## src/rtl/pws_pkg.sv

```systemverilog
package pws_pkg;

    typedef enum logic [2:0] {
        ST_IDLE,
        ST_CHECK,
        ST_ISSUE,
        ST_WAIT,
        ST_REPLY
    } pws_state_e;

    typedef enum logic [1:0] {
        RS_OK        = 2'b00,
        RS_RANGE     = 2'b01,
        RS_PAGE_FAIL = 2'b10
    } pws_status_e;

endpackage

```

## src/rtl/pws_chunk_calc.sv

```systemverilog
module pws_chunk_calc #(
    parameter int PAGE_BYTES = 256,
    parameter int LEN_W      = 23,
    localparam int PAGE_LG   = $clog2(PAGE_BYTES),
    localparam int PLEN_W    = PAGE_LG + 1
) (
    input  logic [PAGE_LG-1:0] page_off,
    input  logic [LEN_W-1:0]   remain,
    output logic [PLEN_W-1:0]  chunk_len
);

    logic [PLEN_W-1:0] room;
    logic              tail_fits;

    always_comb begin
        room      = PLEN_W'(PAGE_BYTES) - PLEN_W'(page_off);
        tail_fits = remain < LEN_W'(room);
        chunk_len = tail_fits ? remain[PLEN_W-1:0] : room;
    end

endmodule

```

## src/rtl/pws_range_check.sv

```systemverilog
module pws_range_check #(
    parameter int DEV_BYTES = 4194304,
    parameter int ADDR_W    = 22,
    parameter int LEN_W     = 23,
    localparam int SUM_W    = LEN_W + 1
) (
    input  logic [ADDR_W-1:0] base,
    input  logic [LEN_W-1:0]  count,
    output logic              fits
);

    logic [SUM_W-1:0] span_end;

    always_comb begin
        span_end = SUM_W'(base) + SUM_W'(count);
        fits     = span_end <= SUM_W'(DEV_BYTES);
    end

endmodule

```

## src/rtl/pws_data_gate.sv

```systemverilog
module pws_data_gate #(
    parameter int CNT_W  = 9,
    parameter int DATA_W = 8
) (
    input  logic              clk,
    input  logic              rst_n,
    input  logic              load,
    input  logic [CNT_W-1:0]  load_cnt,
    input  logic              flush,
    input  logic              in_valid,
    output logic              in_ready,
    input  logic [DATA_W-1:0] in_data,
    output logic              out_valid,
    input  logic              out_ready,
    output logic [DATA_W-1:0] out_data
);

    logic [CNT_W-1:0] left_q;
    logic             open;
    logic             fire;

    always_comb begin
        open      = left_q != '0;
        out_valid = in_valid && open;
        in_ready  = out_ready && open;
        out_data  = in_data;
        fire      = out_valid && out_ready;
    end

    always_ff @(posedge clk or negedge rst_n) begin
        if (!rst_n) begin
            left_q <= '0;
        end else if (flush) begin
            left_q <= '0;
        end else if (load) begin
            left_q <= load_cnt;
        end else if (fire) begin
            left_q <= left_q - 1'b1;
        end
    end

    AST_GATE_LOAD_EMPTY: assert property (@(posedge clk) disable iff (!rst_n)
        load |-> (left_q == '0));

    AST_GATE_CLOSES_AFTER_LAST: assert property (@(posedge clk) disable iff (!rst_n)
        (fire && left_q == CNT_W'(1) && !load && !flush) |=> !out_valid);

endmodule

```

## src/rtl/page_write_splitter.sv

```systemverilog
module page_write_splitter
    import pws_pkg::*;
#(
    parameter int DEV_BYTES  = 4194304,
    parameter int PAGE_BYTES = 256,
    parameter int DATA_W     = 8,
    parameter int ERR_W      = 4,
    localparam int ADDR_W    = $clog2(DEV_BYTES),
    localparam int LEN_W     = ADDR_W + 1,
    localparam int PAGE_LG   = $clog2(PAGE_BYTES),
    localparam int PLEN_W    = PAGE_LG + 1
) (
    input  logic              clk,
    input  logic              rst_n,
    input  logic              req_valid,
    output logic              req_ready,
    input  logic [ADDR_W-1:0] req_addr,
    input  logic [LEN_W-1:0]  req_len,
    output logic              rsp_valid,
    output logic [1:0]        rsp_status,
    output logic [ERR_W-1:0]  rsp_code,
    output logic [LEN_W-1:0]  rsp_count,
    output logic              pg_valid,
    input  logic              pg_ready,
    output logic [ADDR_W-1:0] pg_addr,
    output logic [PLEN_W-1:0] pg_len,
    input  logic              pg_done,
    input  logic [ERR_W-1:0]  pg_status,
    input  logic              in_valid,
    output logic              in_ready,
    input  logic [DATA_W-1:0] in_data,
    output logic              out_valid,
    input  logic              out_ready,
    output logic [DATA_W-1:0] out_data
);

    pws_state_e        state_q, state_d;
    logic [ADDR_W-1:0] addr_q;
    logic [LEN_W-1:0]  remain_q;
    logic [LEN_W-1:0]  committed_q;
    pws_status_e       status_q;
    logic [ERR_W-1:0]  code_q;

    logic [PLEN_W-1:0] chunk;
    logic              span_fits;
    logic              last_chunk;
    logic              page_fail;
    logic              issue_fire;

    pws_chunk_calc #(
        .PAGE_BYTES (PAGE_BYTES),
        .LEN_W      (LEN_W)
    ) i_chunk (
        .page_off  (addr_q[PAGE_LG-1:0]),
        .remain    (remain_q),
        .chunk_len (chunk)
    );

    pws_range_check #(
        .DEV_BYTES (DEV_BYTES),
        .ADDR_W    (ADDR_W),
        .LEN_W     (LEN_W)
    ) i_range (
        .base  (addr_q),
        .count (remain_q),
        .fits  (span_fits)
    );

    pws_data_gate #(
        .CNT_W  (PLEN_W),
        .DATA_W (DATA_W)
    ) i_gate (
        .clk       (clk),
        .rst_n     (rst_n),
        .load      (issue_fire),
        .load_cnt  (chunk),
        .flush     (pg_done && state_q == ST_WAIT),
        .in_valid  (in_valid),
        .in_ready  (in_ready),
        .in_data   (in_data),
        .out_valid (out_valid),
        .out_ready (out_ready),
        .out_data  (out_data)
    );

    always_comb begin
        last_chunk = remain_q == LEN_W'(chunk);
        page_fail  = pg_status != '0;
        issue_fire = (state_q == ST_ISSUE) && pg_ready;
    end

    // next-state logic
    always_comb begin
        state_d = state_q;
        unique case (state_q)
            ST_IDLE:  if (req_valid) state_d = ST_CHECK;
            ST_CHECK: begin
                if (remain_q == '0 || !span_fits) state_d = ST_REPLY;
                else                              state_d = ST_ISSUE;
            end
            ST_ISSUE: if (pg_ready) state_d = ST_WAIT;
            ST_WAIT: begin
                if (pg_done) begin
                    if (page_fail || last_chunk) state_d = ST_REPLY;
                    else                         state_d = ST_ISSUE;
                end
            end
            ST_REPLY: state_d = ST_IDLE;
            default:  state_d = ST_IDLE;
        endcase
    end

    // state register
    always_ff @(posedge clk or negedge rst_n) begin
        if (!rst_n) state_q <= ST_IDLE;
        else        state_q <= state_d;
    end

    // write context
    always_ff @(posedge clk or negedge rst_n) begin
        if (!rst_n) begin
            addr_q      <= '0;
            remain_q    <= '0;
            committed_q <= '0;
            status_q    <= RS_OK;
            code_q      <= '0;
        end else begin
            unique case (state_q)
                ST_IDLE: begin
                    if (req_valid) begin
                        addr_q      <= req_addr;
                        remain_q    <= req_len;
                        committed_q <= '0;
                        status_q    <= RS_OK;
                        code_q      <= '0;
                    end
                end
                ST_CHECK: begin
                    if (remain_q != '0 && !span_fits) status_q <= RS_RANGE;
                end
                ST_WAIT: begin
                    if (pg_done) begin
                        if (page_fail) begin
                            status_q <= RS_PAGE_FAIL;
                            code_q   <= pg_status;
                        end else begin
                            addr_q      <= addr_q + ADDR_W'(chunk);
                            remain_q    <= remain_q - LEN_W'(chunk);
                            committed_q <= committed_q + LEN_W'(chunk);
                        end
                    end
                end
                default: ;
            endcase
        end
    end

    // outputs
    always_comb begin
        req_ready  = state_q == ST_IDLE;
        pg_valid   = state_q == ST_ISSUE;
        pg_addr    = addr_q;
        pg_len     = chunk;
        rsp_valid  = state_q == ST_REPLY;
        rsp_status = status_q;
        rsp_code   = code_q;
        rsp_count  = committed_q;
    end

    AST_PAGE_NO_CROSS: assert property (@(posedge clk) disable iff (!rst_n)
        pg_valid |-> ((PLEN_W+1)'(pg_addr[PAGE_LG-1:0]) + (PLEN_W+1)'(pg_len)
                      <= (PLEN_W+1)'(PAGE_BYTES)));

    AST_CHUNK_NONZERO: assert property (@(posedge clk) disable iff (!rst_n)
        pg_valid |-> (pg_len != '0));

    AST_PG_HOLD: assert property (@(posedge clk) disable iff (!rst_n)
        (pg_valid && !pg_ready) |=> (pg_valid && $stable(pg_addr) && $stable(pg_len)));

    AST_ONE_OUTSTANDING: assert property (@(posedge clk) disable iff (!rst_n)
        (pg_valid && pg_ready) |=> !pg_valid);

    AST_REPLY_PULSE: assert property (@(posedge clk) disable iff (!rst_n)
        rsp_valid |=> !rsp_valid);

    AST_OK_ALL_DONE: assert property (@(posedge clk) disable iff (!rst_n)
        (rsp_valid && rsp_status == RS_OK) |-> (remain_q == '0));

    AST_RANGE_NO_BYTES: assert property (@(posedge clk) disable iff (!rst_n)
        (rsp_valid && rsp_status == RS_RANGE) |-> (rsp_count == '0));

endmodule

```

## config.mk

```make
export PLATFORM = sky130hd
export DESIGN_NAME = page_write_splitter
export DESIGN_NICKNAME = d
export VERILOG_FILES = /design/src/rtl/pws_pkg.sv /design/src/rtl/pws_chunk_calc.sv /design/src/rtl/pws_range_check.sv /design/src/rtl/pws_data_gate.sv /design/src/rtl/page_write_splitter.sv
export SDC_FILE = /design/constraint.sdc
export NUM_CORES = 1
export LEC_CHECK = 0
export ABC_AREA = 1
export BUFFER_PORTS_ARGS = -buffer_cell sky130_fd_sc_hd__buf_2
export CORE_MARGIN = 10
export CORE_UTILIZATION = 29
export CTS_BUF_LIST = sky130_fd_sc_hd__clkbuf_8
export DETAILED_ROUTE_END_ITERATION = 10
export PLACE_DENSITY = 0.55
export SYNTH_ARGS = -nofsm -noshare
export SYNTH_HDL_FRONTEND = slang
export SYNTH_HIERARCHICAL = 1
export SYNTH_SLANG_ARGS = --single-unit
```

## constraint.sdc

```tcl
create_clock -name clk -period 7.6 [get_ports clk]
set_input_delay 0.76 -clock clk [delete_from_list [all_inputs] [get_ports clk]]
set_output_delay 0.76 -clock clk [all_outputs]
set_load 0.005 [all_outputs]
```

**Yosys cells after proc, flatten, opt, wreduce, memory -nomap -nowiden**

Index checks and enable logic that the tools add are counted.

- Bits in registers: 86
- Input bits: 64
- Output and inout port bits: 73
- Logic and storage cells: 78

- Add/subtract/negate cells: 6
- Magnitude comparators: 2
- Eq/ne operators: 11
- Multiplexer cells: 31
- Reductions and logical operators: 21

Operators by type and width:

| operator | count |
|---|---|
| 2-to-1 mux 23 bit | 6 |
| one-hot mux 23 bit (2 select lines) | 2 |
| 2-to-1 mux 22 bit | 3 |
| one-hot mux 22 bit (2 select lines) | 1 |
| 2-to-1 mux 9 bit | 4 |
| adder 22 x 23 -> 24 bit | 1 |
| <= comparator 24 x 23 -> 1 bit (second input constant) | 1 |
| adder 23 x 9 -> 23 bit | 1 |
| == test 23 x 9 -> 1 bit | 1 |
| logical NOT 23 bit | 1 |
| < comparator 23 x 9 -> 1 bit | 1 |
| nonzero test 23 bit | 1 |
| subtractor 23 x 9 -> 23 bit | 1 |
| adder 22 x 9 -> 22 bit | 1 |
| 2-to-1 mux 3 bit | 5 |
| 2-to-1 mux 4 bit | 3 |
| one-hot mux 3 bit (4 select lines) | 1 |
| inequality test 2 bit (second input constant) | 5 |
| nonzero test 9 bit | 1 |
| subtractor 9 x 1 -> 9 bit (second input constant) | 1 |
| subtractor 9 x 8 -> 9 bit (first input constant) | 1 |
| 2-to-1 mux 2 bit | 4 |
| one-hot mux 4 bit (2 select lines) | 1 |
| AND reduction 4 bit | 2 |
| other kinds (14) | 22 |

**Logic depth before layout (Yosys ltp)**

Gate-level depths: netlist of the first run.

- Word-level depth: 8
- Mapped depth: 28

**Cells and area by module**

The synthesis of the first run kept the hierarchy.

By module, submodules not included:

| module | times used | cells an instance | area each (µm²) | seq. area each (µm²) |
|---|---|---|---|---|
| page_write_splitter | 1 | 874 | 5911.9 | 1926.8 |
| pws_range_check | 1 | 361 | 1694.1 | 0.0 |
| pws_data_gate | 1 | 111 | 734.5 | 225.2 |
| pws_chunk_calc | 1 | 106 | 580.6 | 0.0 |

**Least setup slack after synthesis of the first run**

No wires, ideal clock.

- Path kind: register to register
- Start point: reg addr_q[1], in the netlist pg_addr[1]
- End point: reg remain_q[14]
- Library setup time: 0.121 ns
- Arrival time: 3.560 ns
- Data required time: 7.479 ns
- Slack: 3.918 ns
- Cell stages (with the launch flop): 23
- Path buffers: 0
- Cell sequence: dfrtp_1 inv_1 ha_1 nand2_1 nor2_1 nand4_1 nor2_1 inv_1 ha_1 a21oi_1 nand4_1 nor2_4 nand3_1 nand2_1 inv_1 fa_1 nand3_1 nand2_1 a21o_1 nand2_1 nand3_1 nand3_1 nand2_1

- Word-level cells in the longest chain between the ends: 7

RTL lines:

| item | RTL line | text |
|---|---|---|
| start, declared | page_write_splitter.sv:38 | `logic [ADDR_W-1:0] addr_q;` |
| start signal, assigned | page_write_splitter.sv:131 | `addr_q <= req_addr;` |
| start signal, assigned | page_write_splitter.sv:147 | `addr_q <= addr_q + ADDR_W'(chunk);` |
| subtractor 9 x 8 -> 9 bit * | pws_chunk_calc.sv:16 | `room = PLEN_W'(PAGE_BYTES) - PLEN_W'(page_off);` |
| < comparator 23 x 9 -> 1 bit | pws_chunk_calc.sv:17 | `tail_fits = remain < LEN_W'(room);` |
| 2-to-1 mux 9 bit * | pws_chunk_calc.sv:18 | `chunk_len = tail_fits ? remain[PLEN_W-1:0] : room;` |
| named net pg_len[1] | page_write_splitter.sv:26 | `output logic [PLEN_W-1:0] pg_len,` |
| subtractor 23 x 9 -> 23 bit * | page_write_splitter.sv:148 | `remain_q <= remain_q - LEN_W'(chunk);` |
| 2-to-1 mux 23 bit * | page_write_splitter.sv:143 | `if (page_fail) begin` |
| 2-to-1 mux 23 bit * | page_write_splitter.sv:142 | `if (pg_done) begin` |
| one-hot mux 23 bit (2 select lines) * | page_write_splitter.sv:128 | `unique case (state_q)` |
| end signal, assigned | page_write_splitter.sv:132 | `remain_q <= req_len;` |
| end signal, assigned | page_write_splitter.sv:148 |  |
| end, declared | page_write_splitter.sv:39 | `logic [LEN_W-1:0] remain_q;` |

The timed path passes the listed nets; every way through them passes the cells marked *. The select of a mux whose other input is x is not followed.
A chain may end at the register's enable or synchronous reset.

**Worst setup path after layout of the first run**

- Start point: reg addr_q[1], in the netlist pg_addr[1]
- End point: reg remain_q[18]

- Word-level cells in the longest chain between the ends: 7

RTL lines:

| item | RTL line |
|---|---|
| subtractor 9 x 8 -> 9 bit * | pws_chunk_calc.sv:16 |
| < comparator 23 x 9 -> 1 bit | pws_chunk_calc.sv:17 |
| 2-to-1 mux 9 bit * | pws_chunk_calc.sv:18 |
| subtractor 23 x 9 -> 23 bit * | page_write_splitter.sv:148 |
| 2-to-1 mux 23 bit * | page_write_splitter.sv:143 |
| 2-to-1 mux 23 bit * | page_write_splitter.sv:142 |
| one-hot mux 23 bit (2 select lines) * | page_write_splitter.sv:128 |

Mark *: on every way between the ends. The rest lies on a longest branch, timed or not. The select of a mux whose other input is x is not followed.

==> impl_metrics.ini, run 1 <==
[status]
status = completed

[logic_synthesis]
synth_edf_count = 0
seq_area_frac_synth = 0.2412
synthCells = 1452
synthDistinctLibCells = 42
synth_seq_cells = 86
syn_avg_cell_area_sq_um = 6.144
synth_nets = 1579
yosysWarnings = 6
synth_area_sq_mm = 0.008921
synthArstFlopShare = 1.000
ys.flop_type = dfrtp_1

[power]
power_density_mw_per_mm2 = 487.2
peakVddDrop_mv = 0.3079
p_leak_uw = 0.005677

[floorplan]
dieWidth_um = 195.4
die-area_sq_mm = 0.03818
core_sq_mm = 0.03051
dieHeight_um = 195.4
initial_core_util = 0.2924
io_pins = 137
core.rowCount = 64

[routing]
finalWirelength_um = 31560
vias = 9437
routedWlPerCell_um = 16.11
first_pass_iters = 5
drc = 0
ant_nets = 0
via_per_inst = 4.817
drt_iter0_markers = 706

[clock_network]
cts_sinks = 86
cts_setup_buffers = 0
post_cts_resized = 0
htree_num_levels = 3
clock_path_buffers = 2
clk_latency_ns = 0.41
cts_hold_buf = 0
cts_buffers = 9
cts_tree = built
path_clk_slew_ns = 0.10
cts-root-buf = clkbuf_8

[critical_path]
cp.arrival_ns = 4.66
r2r_cells = 22
critical_path_class = reg2reg
worst_ep_required_time_ns = 7.89
timing.critical_path.mode_cell = nand2_1
path_depth = 22
crit_fanout = 10
cp_slowest_stage_delay_ns = 0.49
cp-start-kind = flop
end_kind = flop
crit_chain = inv_1 -> ha_1 -> nand2_1 -> nor2_1 -> nand4_1 -> nor2_1 -> inv_1 -> ha_1 -> a21oi_1 -> nand4_1 -> nor2_4 -> nand3_1 -> nand2_1 -> inv_1 -> fa_1 -> nand3_1 -> nand2_1 -> a21o_1 -> nand2_1 -> nand3_1 -> nand3_1 -> nand2_1
slowest_stage = dfrtp_1
worst-path-buf-inv = 3
cp_top_family = simple AND/OR/NAND/NOR gates

[grt]
grt_pass1_vias = 8963
grt_start_max_net_pins = 57
antenna_found_initial = 0
use_met3 = 0.03580
grtUsageTotal = 0.1621
met2_usage = 0.2583
grtUsageMet1 = 0.2192
overflow = 0
grt_pass1_wl_um = 49960
top_usage_layer = met2

[job]
max_cap_violations = 0

[timing]
slew_headroom = 0.2275
whs_ns = 0.2874
setup_violations = 0
worst_slew_pin_slew_ns = 1.149
period_needed_ns = 4.364
finalSetupTns_ns = 0
fmax_mhz = 229.1
maxSlewViolCount = 0
hold_viol_final = 0
clock_skew_ns = 0.01574
grt_setup_unrepaired = false
min_period_over_period = 0.5743

[finish]
layout-drive-gt1-share = 0.1203
nets = 1685
area_growth_pct = 12.69
n_antenna_cell = 0

[placement]
gp_congestion = 0.8992
io_buffers = 120
hpwl_um = 25020

[min_path]
hp-class = in2async
-- stage by stage --
stage	cells	area, sq um	utilization	setup slack [ns]	power, uW
final	1959	10050	0.3295	3.236	4898
after floorplan	1452	8921	-	3.918	3521
after global routing	1959	10050	0.3295	2.739	5452
after detailed placement	1943	9861	0.3232	3.298	4539
after global placement	1943	9861	0.3232	3.373	4510
after CTS	1959	10050	0.3295	3.267	4904
-- where the power goes --
part           total [uW]  internal (uW)  switching [uW]
sequential            960            631             330
combinational        3600           1250            2350
clock                 339            139             200
-- layout make-up --
class,instances,area (sq um)
Fill cell,3451,20460
Multi-Input combinational cell,1111,5731
Clock inverter,5,41.29
Clock buffer,11,151.4
Inverter,227,857.1
Tap cell,396,495.5
Sequential cell,86,2152
Timing Repair Buffer,123,625.6
-- state kept, by name, summed over array words and instances, names as in the netlist --
register / cells
i_gate/left_q: 9
remain_q: 23
rsp_status: 2
state_q: 3
rsp_count: 23
pg_addr: 22
rsp_code: 4
-- path summary, 6_finish.rpt --
check	from	endpoint	slack [ns]
max	pg_addr[1]	remain_q[18]	3.24
min	rst_n	pg_addr[12]	0.29
max reg2reg	pg_addr[1]	remain_q[18]	3.24
min reg2reg	i_gate/left_q[1]	i_gate/left_q[1]	0.50
max in group asynchronous	rst_n	i_gate/left_q[4]	6.15
min in group clk	i_gate/left_q[1]	i_gate/left_q[1]	0.50
-- per-layer routing --
| layer | routed length [um] | vias to the layer above |
|---|---|---|
| met4 | 435 | 0 |
| li1 | - | 4848 |
| met5 | 0 | - |
| met3 | 1993 | 28 |
| met2 | 14020 | 245 |
| met1 | 15100 | 4316 |
-- worst register-to-register path, cell delays in order (launching register included) --
cell	delay, ns
dfrtp_1	0.49
inv_1	0.13
ha_1	0.19
nand2_1	0.09
nor2_1	0.13
nand4_1	0.12
nor2_1	0.15
inv_1	0.06
ha_1	0.28
a21oi_1	0.16
nand4_1	0.14
nor2_4	0.26
nand3_1	0.12
nand2_1	0.41
inv_1	0.17
fa_1	0.49
nand3_1	0.10
nand2_1	0.12
a21o_1	0.22
nand2_1	0.18
nand3_1	0.10
nand3_1	0.09
nand2_1	0.06
-- kinds of logic after synthesis --
| family | share of synthesized area |
|---|---|
| buffers and inverters | 0.1171 |
| DFF | 0.2412 |
| and+or+nand+nor | 0.4219 |
| adders and majority gates | 0.09173 |
| AOI/OAI and AO/OA | 0.1027 |
| xor gates and xnor gates | 0.02539 |
-- cells in the mapped netlist, types with 7 or more instances --
library cell / instances / area (sq um)
a21oi_1: 40 / 200.2
a22oi_1: 32 / 240.2
buf_2: 12 / 60.06
buf_4: 12 / 90.09
dfrtp_1: 86 / 2152
ha_1: 59 / 738.2
inv_1: 219 / 822.0
inv_2: 7 / 26.28
nand2_1: 518 / 1944
nand2_2: 8 / 50.05
nand3_1: 142 / 710.7
nand3_2: 7 / 70.07
nand3b_1: 7 / 52.55
nand4_1: 30 / 187.7
nor2_1: 141 / 529.3
nor3_1: 14 / 70.07
o21ai_0: 32 / 160.2
o21ai_1: 7 / 35.03
xnor2_1: 14 / 122.6
xor2_1: 10 / 87.58
-- layout by cell type (no fill, tap or decap), types with 30 or more instances in the layout --
master   netlist  routed
nor2_1       141     141
o21ai_0       32      32
a22oi_1       32      32
dfrtp_1       86      86
ha_1          59      59
buf_2         12     119
nand4_1       30      30
nand2_1      518     518
inv_1        219     219
a21oi_1       40      40
nand3_1      142     142
Note: power is estimated with default switching activity, not from simulation.
==> inputs of run 2 (changes only) <==
Clock period 7.6 ns to 4.3 ns, I/O delays scaled along.
==> impl_metrics.ini, run 2 (synthesis gave the netlist of run 1 again) <==
[status]
status = completed

[timing]
clock_skew_ns = 0.008831
whs_ns = 0.04520
min_period_over_period = 0.9362
finalSetupTns_ns = 0
fmax_mhz = 248.4
period_needed_ns = 4.026
maxSlewViolCount = 0
hold_viol_final = 0
slew_headroom = 0.3743
setup_violations = 0
worst_slew_pin_slew_ns = 0.9353
grt_setup_unrepaired = false

[routing]
ant_nets = 0
via_per_inst = 4.847
vias = 9588
finalWirelength_um = 32400
first_pass_iters = 6
drt_iter0_markers = 720
routedWlPerCell_um = 16.38
drc = 0

[floorplan]
core_sq_mm = 0.03051
core.rowCount = 64
dieHeight_um = 195.4
die-area_sq_mm = 0.03818
io_pins = 137
initial_core_util = 0.2924
dieWidth_um = 195.4

[grt]
overflow = 0
grt_pass1_vias = 9336
grtUsageTotal = 0.1677
grt_start_max_net_pins = 45
grt_pass1_wl_um = 51610
antenna_found_initial = 0

[critical_path]
cp-start-kind = flop
end_kind = flop
worst-path-buf-inv = 3
worst_ep_required_time_ns = 4.59
critical_path_class = reg2reg
slowest_stage = dfrtp_1
timing.critical_path.mode_cell = nand2_1
cp.arrival_ns = 4.32
cp_slowest_stage_delay_ns = 0.39
cp_top_family = simple AND/OR/NAND/NOR gates
crit_fanout = 9

[clock_network]
cts_sinks = 86
cts_hold_buf = 0
cts_buffers = 9
cts_tree = built
path_clk_slew_ns = 0.09
clock_path_buffers = 2
htree_num_levels = 3
cts-root-buf = clkbuf_8
clk_latency_ns = 0.40

[min_path]
hp-class = in2async

[job]
max_cap_violations = 0

[placement]
hpwl_um = 25760
place_area_sq_mm = 0.009966
io_buffers = 120
gp_congestion = 0.9131

[finish]
layout_commonest_cell = nand2_1
n_antenna_cell = 0
layout_common_cells = nand2_1 (502), inv_1 (220), nand3_1 (140)
design_area_sq_mm = 0.01032
nets = 1704
area_growth_pct = 15.64
layout-drive-gt1-share = 0.1485

[power]
peakVddDrop_mv = 0.3624
power_density_mw_per_mm2 = 873.0
p_leak_uw = 0.005777
run 2: power by group:
| part | internal (uW) | switching (uW) |
|---|---|---|
| combinational | 2400 | 4390 |
| clock | 211 | 350 |
| sequential | 1110 | 547 |
| total | 3720 | 5280 |
run 2: cell type report:
type                            instances  area (sq um)
Fill cell                            3430         20190
Multi-Input combinational cell       1112          5877
Clock buffer                            9         123.9
Tap cell                              396         495.5
Timing Repair Buffer                  141         760.7
Clock inverter                          7         50.05
Sequential cell                        86          2152
Inverter                              227         857.1
run 2: worst register-to-register path: cells and delay by family (launching register included):
family | cells | cell delay [ns]
and+or+nand+nor | 19 | 1.97
adders and majority gates | 4 | 1.06
DFF | 1 | 0.39
buffers and inverters | 3 | 0.31
AOI/OAI and AO/OA | 1 | 0.18
run 2: repair_timing:
action,4_1_cts,5_1_grt
buffers inserted,0,4
resized for setup,0,36
setup endpoints to repair,0,48
run 2: routing by layer:
metal | up-vias | track usage | wire length, um
met3 | 49 | 0.05293 | 2459
met1 | 4379 | 0.2116 | 14710
met4 | 0 | 0.04836 | 729
li1 | 4887 | - | -
met5 | - | 0 | 0
met2 | 273 | 0.2678 | 14500
run 2: final timing paths:
kind / to / cells after the start / startpoint / slack [ns]
setup / recovery: pg_addr[18] / 27 / pg_addr[0] / 0.27
hold / removal: remain_q[14] / 1 / rst_n / 0.05
setup reg to reg: pg_addr[18] / 27 / pg_addr[0] / 0.27
hold reg to reg: rsp_status[1] / 2 / rsp_status[1] / 0.50
max in group asynchronous: rsp_count[4] / 2 / rst_n / 3.22
min in group clk: remain_q[13] / 3 / req_len[13] / 0.25
run 2: per-stage QoR:
| stage | setup slack (ns) | std cells | util | total power, uW |
|---|---|---|---|---|
| 2_1_floorplan | 0.6183 | 1452 | - | 6224 |
| 3_3_place_gp | 0.2849 | 1957 | 0.3266 | 8178 |
| 3_5_place_dp | 0.2109 | 1957 | 0.3266 | 8227 |
| 4_1_cts | 0.1592 | 1973 | 0.3323 | 8847 |
| 5_1_grt | 0.005551 | 1978 | 0.3381 | 10040 |
| 6_report | 0.2742 | 1978 | 0.3381 | 9006 |
